## config.mk

```make
export PLATFORM = sky130hd
export DESIGN_NAME = dp_accel_unit
export DESIGN_NICKNAME = d
export VERILOG_FILES = /design/src/rtl/dp_accel_pkg.sv /design/src/rtl/dp_decode.sv /design/src/rtl/dp_dot_lanes.sv /design/src/rtl/dp_mac.sv /design/src/rtl/dp_accel_unit.sv
export SDC_FILE = /design/constraint.sdc
export NUM_CORES = 2
export LEC_CHECK = 0
export ABC_CLOCK_PERIOD_IN_PS = 3000
export CORE_MARGIN = 5
export CORE_UTILIZATION = 28
export DETAILED_ROUTE_END_ITERATION = 12
export MAX_ROUTING_LAYER = met4
export PLACE_DENSITY = 0.53
export SLEW_MARGIN = 20
export SYNTH_ARGS = -nofsm -noshare
export SYNTH_HDL_FRONTEND = slang
export SYNTH_SLANG_ARGS = --single-unit
export TNS_END_PERCENT = 10
```

## constraint.sdc

```tcl
create_clock -name clk -period 3 [get_ports clk]
set_input_delay 0.45 -clock clk [delete_from_list [all_inputs] [get_ports clk]]
set_output_delay 0.45 -clock clk [all_outputs]
set_load 0.1 [all_outputs]
```

## src/rtl/dp_accel_pkg.sv

```systemverilog
package dp_accel_pkg;
  localparam logic [6:0] OPC_CUSTOM = 7'b0101011;
  localparam logic [6:0] F7_BASE    = 7'b0000000;
  localparam logic [2:0] F3_DOT     = 3'b001;
  localparam logic [2:0] F3_MAC     = 3'b010;

  typedef enum logic [1:0] {
    KIND_NONE = 2'd0,
    KIND_DOT  = 2'd1,
    KIND_MAC  = 2'd2
  } op_kind_e;
endpackage

```

## src/rtl/dp_decode.sv

```systemverilog
module dp_decode
  import dp_accel_pkg::*;
(
  input  logic [31:0] instr,
  output op_kind_e    kind,
  output logic [4:0]  rd,
  output logic        wen
);
  logic unused_src_fields;
  assign unused_src_fields = ^instr[24:15];

  assign rd = instr[11:7];

  always_comb begin
    kind = KIND_NONE;
    if (instr[6:0] == OPC_CUSTOM && instr[31:25] == F7_BASE) begin
      if (instr[14:12] == F3_DOT)      kind = KIND_DOT;
      else if (instr[14:12] == F3_MAC) kind = KIND_MAC;
    end
  end

  assign wen = (kind != KIND_NONE) && (rd != 5'd0);
endmodule

```

## src/rtl/dp_dot_lanes.sv

```systemverilog
module dp_dot_lanes #(
  parameter int XLEN   = 32,
  parameter int LANE_W = 8
) (
  input  logic [XLEN-1:0] a,
  input  logic [XLEN-1:0] b,
  input  logic [XLEN-1:0] acc,
  output logic [XLEN-1:0] res
);
  localparam int LANES  = XLEN / LANE_W;
  localparam int PROD_W = 2 * LANE_W;
  localparam int SUM_W  = PROD_W + $clog2(LANES) + 1;

  logic [PROD_W-1:0] prod [LANES];

  for (genvar g = 0; g < LANES; g++) begin : g_lane
    logic [PROD_W-1:0] ea, eb;
    assign ea = {{LANE_W{a[g*LANE_W+LANE_W-1]}}, a[g*LANE_W +: LANE_W]};
    assign eb = {{LANE_W{b[g*LANE_W+LANE_W-1]}}, b[g*LANE_W +: LANE_W]};
    assign prod[g] = ea * eb;
  end

  logic [SUM_W-1:0] sum;
  always_comb begin
    sum = '0;
    for (int i = 0; i < LANES; i++)
      sum = sum + {{(SUM_W-PROD_W){prod[i][PROD_W-1]}}, prod[i]};
  end

  assign res = acc + {{(XLEN-SUM_W){sum[SUM_W-1]}}, sum};
endmodule

```

## src/rtl/dp_mac.sv

```systemverilog
module dp_mac #(
  parameter int XLEN = 32
) (
  input  logic [XLEN-1:0] a,
  input  logic [XLEN-1:0] b,
  input  logic [XLEN-1:0] acc,
  output logic [XLEN-1:0] res
);
  localparam int FULL_W = 2 * XLEN;

  logic [FULL_W-1:0] ea, eb, full;
  assign ea   = {{XLEN{a[XLEN-1]}}, a};
  assign eb   = {{XLEN{b[XLEN-1]}}, b};
  assign full = ea * eb;

  logic unused_high_half;
  assign unused_high_half = ^full[FULL_W-1:XLEN];

  assign res = full[XLEN-1:0] + acc;
endmodule

```

## src/rtl/dp_accel_unit.sv

```systemverilog
module dp_accel_unit
  import dp_accel_pkg::*;
#(
  parameter int XLEN   = 32,
  parameter int LANE_W = 8
) (
  input  logic            clk,
  input  logic            rst_n,
  input  logic            in_valid,
  output logic            in_ready,
  input  logic [31:0]     in_instr,
  input  logic [XLEN-1:0] in_rs1,
  input  logic [XLEN-1:0] in_rs2,
  input  logic [XLEN-1:0] in_rd_old,
  output logic            out_valid,
  input  logic            out_ready,
  output logic [XLEN-1:0] out_data,
  output logic [4:0]      out_rd,
  output logic            out_wen
);
  op_kind_e        kind;
  logic [4:0]      dec_rd;
  logic            dec_wen;
  logic [XLEN-1:0] dot_res, mac_res, sel_res;

  dp_decode u_dec (
    .instr (in_instr),
    .kind  (kind),
    .rd    (dec_rd),
    .wen   (dec_wen)
  );

  dp_dot_lanes #(.XLEN(XLEN), .LANE_W(LANE_W)) u_dot (
    .a   (in_rs1),
    .b   (in_rs2),
    .acc (in_rd_old),
    .res (dot_res)
  );

  dp_mac #(.XLEN(XLEN)) u_mac (
    .a   (in_rs1),
    .b   (in_rs2),
    .acc (in_rd_old),
    .res (mac_res)
  );

  always_comb begin
    case (kind)
      KIND_DOT: sel_res = dot_res;
      KIND_MAC: sel_res = mac_res;
      default:  sel_res = '0;
    endcase
  end

  logic accept;
  assign in_ready = !out_valid || out_ready;
  assign accept   = in_valid && in_ready;

  always_ff @(posedge clk or negedge rst_n) begin
    if (!rst_n) begin
      out_valid <= 1'b0;
      out_wen   <= 1'b0;
      out_rd    <= '0;
      out_data  <= '0;
    end else if (accept) begin
      out_valid <= 1'b1;
      out_wen   <= dec_wen;
      out_rd    <= dec_rd;
      out_data  <= sel_res;
    end else if (out_ready) begin
      out_valid <= 1'b0;
      out_wen   <= 1'b0;
    end
  end
endmodule

```

==> reports/metrics.cfg <==
[routing]
drc = 0
drt_wl_total_um = 102000
drt_iter0_markers = 1143
wl_per_cell_um = 18.4
vias_per_cell = 4.46
vias = 24800
drt-pass1-iter-count = 5
ant_nets = 0

[die]
dieArea_mm2 = 0.116
num_rows = 121
die_w_um = 341
coreArea_mm2 = 0.109
die_height_um = 341
start_util = 0.281
ioPinCount = 172

[sta]
hold_viol = 0
setup_viol = 31
period_needed_ns = 9.00
finalClockSkew_ns = 0.00780
holdWs_ns = 0.284
rsz0062_at_grt = yes
period_share = 3.00
fmax_ghz = 0.111
maxSlewViolCount = 0
relSlewSlack = 0.391
setup_ws_ns = -6.00
worst_pin_slew_ns = 0.913

[status]
failed_checks = negative setup slack
run_status = finished with violations

[worst_setup_path]
slowest_stage = fa_1
path_max_fanout = 4
crit_required_ns = 3.23
startpoint_type = primary input
crit_top_cell = fa_1
slowest_delay_ns = 0.55
worstPathArrival_ns = 9.22
crit_type = primary input to flip-flop
end_kind = flip-flop

[clock_tree]
clkTransAtPathRegs_ns = 0.06
clock-sinks = 39
htree_levels = 2
ctsHoldBuffers = 0
cts_tree = built
numCtsBuffers = 5
cts_root_buf = clkbuf_16
clk_path_buf_depth = 2
clock_latency_ns = 0.28

[synth]
syn_inst = 3440
synth.distinct_cells = 63
yosysWarnings = 0
syn_avg_cell_area_um2 = 8.89
synth_edf_count = 0
synth.area.mux_share = 0.000327
ys_async_sr_fraction = 1.00
synthDominantCellAreaShare = 0.465
synth_top_area_cell = fa_1
synth_fa_ha_area_frac = 0.592
synth_compound_area_frac = 0.0589
syn_nets = 4594
ys_ff_latch = 39
ys.flop_type = dfrtp_1
synth_area_mm2 = 0.0306
netlist_top_cells_area = fa_1 46%, ha_1 13%, inv_1 11%, nand2_1 5.9%, and2_1 4.6%
synthXorXnorAreaFrac = 0.0538
ys_seq_area_frac = 0.0319
synth-simple-area-share = 0.140
synth_top_family_by_area = adder cells

[min_path]
worstHoldPathType = primary input to asynchronous set/reset pin

[global_route]
grt_pass1_wl_um = 158000
grt_max_degree = 40
grt_use_total = 0.181
grt_antenna_before_repair = 4
grt_pass1_vias = 27000
gr-total-overflow = 0

[final_layout]
num-nets-final = 5292
finalInstanceArea_mm2 = 0.0402
drive_gt1_frac = 0.237
syn_to_final_growth_pct = 31.4
nFillCells = 11200

[placed_design]
dpl.hpwl_um = 91400
dpl_cell_area_mm2 = 0.0384
portBuffers = 161
globalplace.congestion = 0.921
post-place-ws_ns = -7.21

[flow_run]
drv_cap = 0

## synthesized netlist by cell type (3+ instances only)
master	instances
inv_1	859
fa_1	710
nand2_1	478
ha_1	312
and2_1	224
xnor2_1	149
clkbuf_1	138
nor2_1	112
a21oi_1	74
o21ai_0	41
dfrtp_1	39
xor2_1	39
a21o_1	29
nand2b_1	27
a221oi_1	22
nand3_1	19
o21bai_1	15
nor3_1	14
nor2b_1	13
o21a_1	12
a211oi_1	10
a31oi_1	10
o211ai_1	7
o21ai_1	7
and3_1	6
nand3b_1	5
nand4_1	4
or2_2	4
a21boi_0	3
a22oi_1	3
nor3b_1	3
o2111ai_1	3
o41ai_1	3
or3_1	3
or4_1	3
## layer usage
layer,vias to the layer above,track usage,wire length [um]
li1,11600,-,-
met1,12500,0.223,42100
met2,568,0.318,52000
met3,145,0.0157,4130
met4,0,0.0504,3790
met5,-,-,0
## critical path, delay by kind of cell
family                     cells  cell delay (ns)
and+or+nand+nor                8             1.28
adders and majority gates     10             4.19
xor gates and xnor gates       2             0.29
buffers and inverters          6             0.49
AOI/OAI and AO/OA             15             2.51
## placed cells by master, fill, tap and decap left out, types with 12 or more instances in the layout
master	instances
xnor2_2	12
nor2_2	12
ha_1	279
inv_1	835
a21oi_1	53
buf_4	661
nor2_1	99
o21bai_1	13
xnor2_1	135
nand2_2	12
a21o_1	29
and2_1	202
and2_4	21
fa_1	701
inv_2	23
nand2_4	12
o21a_1	12
nand2b_1	26
nor2b_1	12
xor2_1	37
dfrtp_1	39
clkbuf_2	16
ha_4	32
buf_12	26
nand2_1	454
clkdlybuf4s50_1	86
a221oi_2	17
o21ai_0	28
a21oi_2	19
nand3_1	17
buf_6	31
## sequential cells by signal (all words and copies together), names as in the netlist
signal / cells
out_data: 32
out_rd: 5
out_valid: 1
out_wen: 1
## area by class of cell
class | count | area, um^2 | area share
Multi-Input combinational cell | 2400 | 27100 | 0.674
Timing Repair Buffer | 831 | 6920 | 0.172
Inverter | 861 | 3240 | 0.0806
Tap cell | 1414 | 1770 | 0.0440
Sequential cell | 39 | 976 | 0.0243
Clock buffer | 6 | 129 | 0.00321
Clock inverter | 2 | 60.1 | 0.00149
Antenna cell | 4 | 10.0 | 0.000249
## logic make-up after synthesis
group           count (synthesis)
fa+ha+maj                    1022
buf+inv                      1001
simple gates                  922
compound gates                267
xor+xnor                      188
flops                          39
mux                             1
## timing repair
action	CTS	global route
pin swaps	106	118
gates resized for setup	204	217
endpoints found under the hold margin	0	0
buffers inserted	37	17
setup endpoints to repair	31	31
cloned	1	0
## through the flow
step	utilization	instances	setup TNS (ns)
final	0.370	5557	-149.03
after CTS	0.364	5541	-155.70
after global routing	0.370	5556	-157.64
after global placement	0.353	5496	-183.54
after floorplan	-	3440	-144.05
after detailed placement	0.353	5496	-183.16
## final timing paths
check | start | to | slack, ns | cells past startpoint
max | in_rs1[0] | out_data[30] | -6.00 | 41
min | rst_n | out_rd[2] | 0.28 | 1
max reg2reg | out_valid | out_data[30] | 1.26 | 5
min reg2reg | out_rd[2] | out_rd[2] | 0.48 | 2
max in group asynchronous | rst_n | out_wen | 2.12 | 1
min in group clk | out_rd[2] | out_rd[2] | 0.48 | 2
Power is not shown: default switching activity piles up to over one toggle a cycle in this logic, so the estimate is an artifact.
